## src/rtl/irq_ctrl_pkg.sv

```systemverilog
package irq_ctrl_pkg;

   typedef enum logic [1:0] {
      SENSE_RISE = 2'd0,
      SENSE_FALL = 2'd1,
      SENSE_HIGH = 2'd2,
      SENSE_LOW  = 2'd3
   } sense_e;

   localparam int REG_ADDR_W = 5;
   localparam int REG_DATA_W = 32;
   localparam int MAX_SRC    = 32;

   // word index = byte offset / 4
   localparam logic [2:0] WRD_STATUS  = 3'd0;
   localparam logic [2:0] WRD_PENDING = 3'd1;
   localparam logic [2:0] WRD_ENABLE  = 3'd2;
   localparam logic [2:0] WRD_ACK     = 3'd3;
   localparam logic [2:0] WRD_SETEN   = 3'd4;
   localparam logic [2:0] WRD_CLREN   = 3'd5;
   localparam logic [2:0] WRD_VECTOR  = 3'd6;
   localparam logic [2:0] WRD_MASTER  = 3'd7;

   typedef struct packed {
      logic hw_en;    // bit 1
      logic core_en;  // bit 0
   } master_t;

   function automatic logic is_edge(input sense_e m);
      return (m == SENSE_RISE) || (m == SENSE_FALL);
   endfunction

endpackage

```

## src/rtl/irq_src_cell.sv

```systemverilog
module irq_src_cell
   import irq_ctrl_pkg::*;
#(
   parameter sense_e MODE = SENSE_RISE
) (
   input  logic clk,
   input  logic rst_n,
   input  logic din,
   input  logic ack,
   output logic stat
);

   generate
      if (is_edge(MODE)) begin : g_edge
         localparam logic IDLE_LVL = (MODE == SENSE_FALL);
         logic prev_q;
         logic stat_q;
         logic evt;

         assign evt = (MODE == SENSE_RISE) ? (din & ~prev_q) : (~din & prev_q);

         always_ff @(posedge clk or negedge rst_n) begin
            if (!rst_n) begin
               prev_q <= IDLE_LVL;
               stat_q <= 1'b0;
            end else begin
               prev_q <= din;
               // a fresh edge outranks an acknowledge in the same cycle
               stat_q <= evt | (stat_q & ~ack);
            end
         end
         assign stat = stat_q;
      end else begin : g_level
         logic stat_q;
         logic act;

         assign act = (MODE == SENSE_HIGH) ? din : ~din;

         always_ff @(posedge clk or negedge rst_n) begin
            if (!rst_n) begin
               stat_q <= 1'b0;
            end else begin
               // acknowledge wins for one cycle; a held level re-arms after it
               stat_q <= ~ack & (stat_q | act);
            end
         end
         assign stat = stat_q;
      end
   endgenerate

endmodule

```

## src/rtl/irq_prio_enc.sv

```systemverilog
module irq_prio_enc #(
   parameter int NUM_SRC = 32,
   localparam int IDX_W  = (NUM_SRC > 1) ? $clog2(NUM_SRC) : 1
) (
   input  logic [NUM_SRC-1:0] req,
   output logic               found,
   output logic [IDX_W-1:0]   idx
);

   always_comb begin
      found = 1'b0;
      idx   = '0;
      for (int i = NUM_SRC - 1; i >= 0; i--) begin
         if (req[i]) begin
            found = 1'b1;
            idx   = IDX_W'(i);
         end
      end
   end

endmodule

```

## src/rtl/irq_regs.sv

```systemverilog
module irq_regs
   import irq_ctrl_pkg::*;
#(
   parameter int NUM_SRC = 32
) (
   input  logic                  clk,
   input  logic                  rst_n,
   input  logic [REG_ADDR_W-1:0] addr,
   input  logic                  wr,
   input  logic [REG_DATA_W-1:0] wdata,
   input  logic [NUM_SRC-1:0]    status,
   input  logic [REG_DATA_W-1:0] vector,
   output logic [NUM_SRC-1:0]    ack,
   output logic [NUM_SRC-1:0]    enable,
   output logic [NUM_SRC-1:0]    pending,
   output master_t               master,
   output logic [REG_DATA_W-1:0] rdata
);

   logic [2:0]         word;
   logic [NUM_SRC-1:0] wbits;
   logic [NUM_SRC-1:0] en_q;
   master_t            mst_q;
   logic               unused_addr_lsb;

   assign word            = addr[4:2];
   assign unused_addr_lsb = ^addr[1:0];
   assign wbits           = wdata[NUM_SRC-1:0];

   assign ack     = (wr && word == WRD_ACK) ? wbits : '0;
   assign pending = status & en_q;
   assign enable  = en_q;
   assign master  = mst_q;

   always_ff @(posedge clk or negedge rst_n) begin
      if (!rst_n) begin
         en_q  <= '0;
         mst_q <= '0;
      end else if (wr) begin
         case (word)
            WRD_ENABLE: en_q  <= wbits;
            WRD_SETEN:  en_q  <= en_q | wbits;
            WRD_CLREN:  en_q  <= en_q & ~wbits;
            WRD_MASTER: mst_q <= master_t'(wdata[1:0]);
            default: ;
         endcase
      end
   end

   always_ff @(posedge clk or negedge rst_n) begin
      if (!rst_n) begin
         rdata <= '0;
      end else begin
         case (word)
            WRD_STATUS:  rdata <= REG_DATA_W'(status);
            WRD_PENDING: rdata <= REG_DATA_W'(status & en_q);
            WRD_ENABLE:  rdata <= REG_DATA_W'(en_q);
            WRD_VECTOR:  rdata <= vector;
            WRD_MASTER:  rdata <= REG_DATA_W'(mst_q);
            default:     rdata <= '0;
         endcase
      end
   end

endmodule

```

## src/rtl/vec_irq_ctrl.sv

```systemverilog
module vec_irq_ctrl
   import irq_ctrl_pkg::*;
#(
   parameter int          NUM_SRC = 32,
   parameter logic [63:0] SENSE   = '0
) (
   input  logic                  clk,
   input  logic                  rst_n,
   input  logic [NUM_SRC-1:0]    irq_in,
   input  logic [REG_ADDR_W-1:0] reg_addr,
   input  logic                  reg_wr,
   input  logic [REG_DATA_W-1:0] reg_wdata,
   output logic [REG_DATA_W-1:0] reg_rdata,
   output logic                  irq_out
);

   localparam int IDX_W = (NUM_SRC > 1) ? $clog2(NUM_SRC) : 1;

   generate
      if (NUM_SRC < 1 || NUM_SRC > MAX_SRC) begin : g_bad_num
         $error("vec_irq_ctrl: NUM_SRC must lie in 1..32");
      end
   endgenerate

   logic [NUM_SRC-1:0]    status_w;
   logic [NUM_SRC-1:0]    ack_w;
   logic [NUM_SRC-1:0]    enable_w;
   logic [NUM_SRC-1:0]    pend_w;
   logic [REG_DATA_W-1:0] vector_w;
   master_t               master_w;
   logic                  found_w;
   logic [IDX_W-1:0]      idx_w;

   generate
      for (genvar g = 0; g < NUM_SRC; g++) begin : g_src
         irq_src_cell #(
            .MODE (sense_e'(SENSE[2*g +: 2]))
         ) u_cell (
            .clk   (clk),
            .rst_n (rst_n),
            .din   (irq_in[g]),
            .ack   (ack_w[g]),
            .stat  (status_w[g])
         );
      end
   endgenerate

   irq_prio_enc #(
      .NUM_SRC (NUM_SRC)
   ) u_prio (
      .req   (pend_w),
      .found (found_w),
      .idx   (idx_w)
   );

   assign vector_w = found_w ? REG_DATA_W'(idx_w) : '1;

   irq_regs #(
      .NUM_SRC (NUM_SRC)
   ) u_regs (
      .clk     (clk),
      .rst_n   (rst_n),
      .addr    (reg_addr),
      .wr      (reg_wr),
      .wdata   (reg_wdata),
      .status  (status_w),
      .vector  (vector_w),
      .ack     (ack_w),
      .enable  (enable_w),
      .pending (pend_w),
      .master  (master_w),
      .rdata   (reg_rdata)
   );

   assign irq_out = master_w.core_en & master_w.hw_en & found_w;

endmodule

```

## config.mk

```make
export PLATFORM = sky130hd
export DESIGN_NAME = vec_irq_ctrl
export DESIGN_NICKNAME = d
export VERILOG_FILES = /design/src/rtl/irq_ctrl_pkg.sv /design/src/rtl/irq_src_cell.sv /design/src/rtl/irq_prio_enc.sv /design/src/rtl/irq_regs.sv /design/src/rtl/vec_irq_ctrl.sv
export SDC_FILE = /design/constraint.sdc
export NUM_CORES = 1
export LEC_CHECK = 0
export ABC_AREA = 1
export BUFFER_PORTS_ARGS = -buffer_cell sky130_fd_sc_hd__clkbuf_2
export CELL_PAD_IN_SITES_DETAIL_PLACEMENT = 0
export CELL_PAD_IN_SITES_GLOBAL_PLACEMENT = 1
export CORE_UTILIZATION = 45
export CTS_BUF_LIST = sky130_fd_sc_hd__clkbuf_8
export DETAILED_ROUTE_END_ITERATION = 10
export PLACE_DENSITY = 0.92
export SYNTH_ARGS = -nofsm -noshare
export SYNTH_HDL_FRONTEND = slang
export SYNTH_HIERARCHICAL = 1
export SYNTH_SLANG_ARGS = --single-unit
```

## constraint.sdc

```tcl
create_clock -name clk -period 5.15 [get_ports clk]
set_input_delay 0 -clock clk [delete_from_list [all_inputs] [get_ports clk]]
set_output_delay 0 -clock clk [all_outputs]
set_load 0.02 [all_outputs]
```

---- Yosys cells after proc, flatten, opt, wreduce, memory -nomap -nowiden ----
Cells that the tools add are included.
word-level totals
  register bits ........................... 130
  bits of input ports ..................... 72
  word-level logic and storage cells ...... 314
operators by class
  eq/ne operators ......................... 7
  mux-type cells .......................... 68
  bitwise logic cells ..................... 166
  reduce and logical (&&, ||, !) cells .... 5
operator list
  cell                                                                    count
  5-bit 2-to-1 mux                                                        32
  32-bit case mux with 5 select lines                                     1
  32-bit case mux with 3 select lines                                     1
  1-bit AND                                                               66
  32-bit AND                                                              2
  32-bit 2-to-1 mux                                                       2
  1-bit inverter                                                          64
  1-bit 2-to-1 mux                                                        32
  32-bit inverter                                                         1
  1-bit OR                                                                32
  32-bit OR                                                               1
  3-bit equality test (second input constant)                             4
  3-bit by 2-bit equality test with 1-bit output (second input constant)  2
  2-bit AND reduction                                                     2
  3-bit by 1-bit equality test with 1-bit output (second input constant)  1
  3-bit logical NOT                                                       1
  3-bit nonzero test                                                      1
  1-bit logical AND                                                       1

---- Logic depth before layout (Yosys ltp) ----
  depth after elaboration ................. 35
  mapped depth ............................ 39
  gate-level depth less buffers ........... 39

---- Modules after synthesis ----
The synthesis kept the hierarchy.
modules (own cells, without submodules)
  module        times used  cells an instance  area an instance (sq um)
  irq_regs      1           589                3,900.0
  irq_src_cell  32          7                  68.8
  irq_prio_enc  1           107                442.9
  vec_irq_ctrl  1           13                 51.3

---- Worst setup path after synthesis ----
OpenSTA, ideal clock, no wires.
  path type ............................... register -> register
  from .................................... register g_src[29].u_cell.g_edge.stat_q
  to ...................................... register u_regs.rdata[0]
  setup time .............................. 0.127 ns
  data arrival time ....................... 2.083 ns
  required time ........................... 5.023 ns
  setup slack ............................. 2.940 ns
  cell stages (with the launch flop) ...... 39
  clock period less this slack ............ 2.210 ns
  cells stage by stage .................... dfrtp_1 > nand2_1 > inv_1 > inv_1 > nand2_1 > nand2_1 > nand2_1 > nand2_1 > nand2_1 > nand2_1 > nand2_1 > nand2_1 > nand2_1 > nand2_1 > nand2_1 > nand2_1 > nand2_1 > nand2_1 > [... 3 more ...] > nand2_1 > nand2_1 > nand2_1 > nand2_1 > nand2_1 > nand2_1 > nand2_1 > nand2_1 > nand2_1 > nand2_1 > nand2_1 > a21oi_2 > inv_1 > nand2_1 > inv_1 > nor2_1 > a21oi_1 > nand3_1
between the ends
  longest elaborated chain between the ends .. 33
RTL lines
  what                                 RTL line            RTL
  start: declaration                   irq_src_cell.sv:17  logic stat_q;
  start signal: assignment             irq_src_cell.sv:29  stat_q <= evt | (stat_q & ~ack);
  32-bit AND                           irq_regs.sv:31      assign pending = status & en_q;
  named net pend_w[29]                 vec_irq_ctrl.sv:28  logic [NUM_SRC-1:0] pend_w;
  5-bit 2-to-1 mux (30 in series)      irq_prio_enc.sv:14  if (req[i]) begin
  named net idx_w[0]                   vec_irq_ctrl.sv:32  logic [IDX_W-1:0] idx_w;
  32-bit 2-to-1 mux                    vec_irq_ctrl.sv:56  assign vector_w = found_w ? REG_DATA_W'(idx_w) : '1;
  named net vector_w[0]                vec_irq_ctrl.sv:29  logic [REG_DATA_W-1:0] vector_w;
  32-bit case mux with 5 select lines  irq_regs.sv:54      case (word)
  end signal: assignment               irq_regs.sv:55      WRD_STATUS: rdata <= REG_DATA_W'(status);
  end signal: assignment               irq_regs.sv:56      WRD_PENDING: rdata <= REG_DATA_W'(status & en_q);
  end signal: assignment               irq_regs.sv:57      WRD_ENABLE: rdata <= REG_DATA_W'(en_q);
  end: declaration                     irq_regs.sv:17      output logic [REG_DATA_W-1:0] rdata
The timed path passes the listed nets, and every way through them passes these cells.
A chain may end at the register's enable or synchronous reset.

---- Worst setup path after layout ----
  from .................................... register g_src[24].u_cell.g_edge.stat_q
  to ...................................... output port irq_out
between the ends
  longest elaborated chain between the ends .. 27
RTL lines
  what                             RTL line            RTL
  start: declaration               irq_src_cell.sv:17
  start signal: assignment         irq_src_cell.sv:29
  32-bit AND                       irq_regs.sv:31
  named net pend_w[24]             vec_irq_ctrl.sv:28
  1-bit 2-to-1 mux (25 in series)  irq_prio_enc.sv:14
  named net found_w                vec_irq_ctrl.sv:31  logic found_w;
  1-bit AND                        vec_irq_ctrl.sv:75  assign irq_out = master_w.core_en & master_w.hw_en & found_w;
  end: declaration                 vec_irq_ctrl.sv:14  output logic irq_out
The timed path passes the listed nets, and every way through them passes these cells.

==> flow_summary.ini <==
[status]
run_status = complete, no violations

[place]
dpl.hpwl_mm = 10.1
place.gp.congestion = 0.797
port_buffers = 102

[final_layout]
area_delta_synth_final_pct = 26.0
multi_input_area_um2 = 2500
drive_gt1_share_pct = 13.7
fillers = 1355
antenna_cells = 0
nNetsFinal = 1161
register_area_um2 = 3250

[logic_synthesis]
yosys.area_share.simple_pct = 36.2
synth_compound_area_share_pct = 1.54
syn-cell-area_um2 = 6600
yosysWarnings = 6
synthMuxAreaShare_pct = 0
synth_edf_count = 0
synth_adder_area_share_pct = 0
syn_area_per_cell_um2 = 7.07
yosysSeqAreaShare_pct = 49.3
synth_flop_cell = dfrtp_1
synth.distinct_cells = 28
async_reset_ff_share_pct = 100
ys_seq_elements = 130
synth_fp_nets = 1005
synthCells = 933
synth_top_cell_area_share_pct = 49.3
yosysTopAreaCell = dfrtp_1
synth_top_cells_by_area = dfrtp_1, nand2_1, inv_1
synth-xor-area-share_pct = 0
synth_most_common_cell = nand2_1
synth_top_family_by_area = simple AND/OR/NAND/NOR gates
synthTopCellsByCount = nand2_1, inv_1, dfrtp_1, nand4_1, nor2_1

[timing]
tightest_slew_ns = 1.20
hold_viol_final = 0
fin_setup_tns_ns = 0
period_minus_slack_ns = 2.91
maxSlewHeadroom_pct = 19.8
clock-skew-final_ns = 0.00922
grt_setup_unrepaired = no
clock.fmax_mhz = 343
finalSetupViolCount = 0
holdWs_ns = 0.0866
final_max_slew_viol_count = 0
finalCritPeriodShare_pct = 56.5

[pwr]
ir_drop_uv = 186
power.total_mw = 2.72
p_per_area_nw_per_um2 = 327
p_leak_nw = 4.61

[clock_tree]
cts.clk_slew.worst_paths_ns = 0.07
clk_latency_ns = 0.45
hold_buffers = 66
clk_path_buf_depth = 2
root_buffer = clkbuf_8
htree_levels = 4
cts_buffers = 17
clock-sinks = 130
ctsResizeCount = 0
cts_setup_buffers = 0
tritoncts = done

[critical_path]
rr_worst_depth = 38
r2r_start = u_regs/enable[31]
cp_max_fo = 28
critPathArrivalTime_ns = 2.91
rrSetupSlack_ns = 2.58
end_kind = primary output
start_kind = flip-flop
reg2reg_to = u_regs/rdata[0]
cp.required_ns = 5.15
critical_path_class = reg2out

[floorplan]
fp.dieW_um = 123
die_h_um = 123
placementRows = 43
start_util_pct = 46.8
dieArea_um2 = 15100
io_pins = 105
core_area_um2 = 14100

[routing]
drc = 0
firstDrtPassIters = 5
routed_wl_mm = 17.0
route.antenna.remaining_nets = 0
vias_per_cell = 4.74
num_vias = 6080
drt_iter0_markers = 438
wl_per_cell_um = 13.3

[grt]
grt_max_degree = 86
grt_pass1_vias = 5756
grtUsageTotal_pct = 23.9
grt_first_pass_wirelength_mm = 27.5
grt_antenna_before_repair = 0
gr-total-overflow = 0

[flow_run]
max_cap_violations = 0

[hold_path]
hp-class = in2async
==> area by class of cell <==
type	instances	area share [%]
clock buffers	21	3.48
clock inverters	11	1.91
inverters	179	8.08
multi-input cells	588	30.1
flip-flops and latches	130	39.1
well taps	180	2.71
repair buffers	173	14.6
==> how the worst max path moves through the flow <==
stage	start	to	slack [ns]
2_1_floorplan	g_src[29].u_cell/stat	u_regs/rdata[0]	2.94
3_3_place_gp	reg_addr[4]	u_regs/enable[25]	2.61
3_5_place_dp	reg_addr[4]	u_regs/enable[28]	2.59
4_1_cts	g_src[24].u_cell/stat	irq_out	2.15
5_1_grt	g_src[24].u_cell/stat	irq_out	1.99
6_report	g_src[24].u_cell/stat	irq_out	2.24
==> power breakdown <==
| group | internal [mW] | switching, mW |
|---|---|---|
| Combinational | 0.196 | 0.347 |
| Clock | 0.574 | 0.409 |
| Sequential | 1.13 | 0.0668 |
==> sequential cells by signal (all words and copies together) (netlist names) <==
signal / flops
g_src.u_cell/g_edge.prev_q: 32
g_src.u_cell/stat: 32
u_regs/enable: 32
u_regs/master: 2
u_regs/rdata: 32
==> per-layer routing <==
metal | track usage (%) | vias up | routed length, µm
li1 | - | 3127 | -
met1 | 32.4 | 2790 | 8230
met2 | 38.0 | 152 | 7890
met3 | 5.35 | 11 | 777
met4 | 7.23 | 0 | 124
met5 | 0 | - | 0
==> critical path, stage by stage (launching register included) <==
cell and delay [ns]:
dfrtp_1 0.41, nand2_1 0.07, inv_1 0.08, nor4_1 0.50, nand2_1 0.13, nor3_1 0.22
nand3_1 0.25, inv_2 0.53, nor2_2 0.10, clkbuf_2 0.18
==> placed cells by master, fill, tap and decap left out, types with 2 or more instances in the layout <==
| cell type | synthesis | final |
|---|---|---|
| nor4_1 | 3 | 3 |
| bufinv_16 | 0 | 4 |
| dfrtp_1 | 130 | 130 |
| nor3_1 | 3 | 3 |
| inv_2 | 7 | 7 |
| clkbuf_8 | 0 | 21 |
| nand2_1 | 406 | 406 |
| nand4_1 | 62 | 62 |
| dlygate4sd3_1 | 0 | 66 |
| inv_1 | 172 | 174 |
| o211ai_1 | 2 | 2 |
| clkbuf_2 | 0 | 101 |
| o21ai_0 | 3 | 3 |
| nor2_2 | 3 | 2 |
| clkinv_2 | 0 | 3 |
| nand3_1 | 42 | 42 |
| nor2_4 | 1 | 2 |
| nor2_1 | 50 | 50 |
| buf_4 | 1 | 6 |
| a21oi_1 | 4 | 4 |
==> logic make-up (layout without fill, tap and decap cells) <==
family / count (synthesis) / after routing
AND/OR/NAND/NOR: 572 / 572
AO/OA/AOI/OAI: 16 / 16
buffers and inverters: 215 / 384
flip-flops: 130 / 130
==> through the flow <==
step                      setup WS [ns]  std cells  utilization [%]  instance area (µm²)
after global routing               1.99       1282             59.0                 8310
after global placement             2.61       1184             51.1                 7200
after detailed placement           2.59       1184             51.1                 7200
after CTS                          2.15       1282             59.0                 8310
after floorplan                    2.94        933                -                 6600
final                              2.24       1282             59.0                 8310
Power figures use the tool's default switching activity.
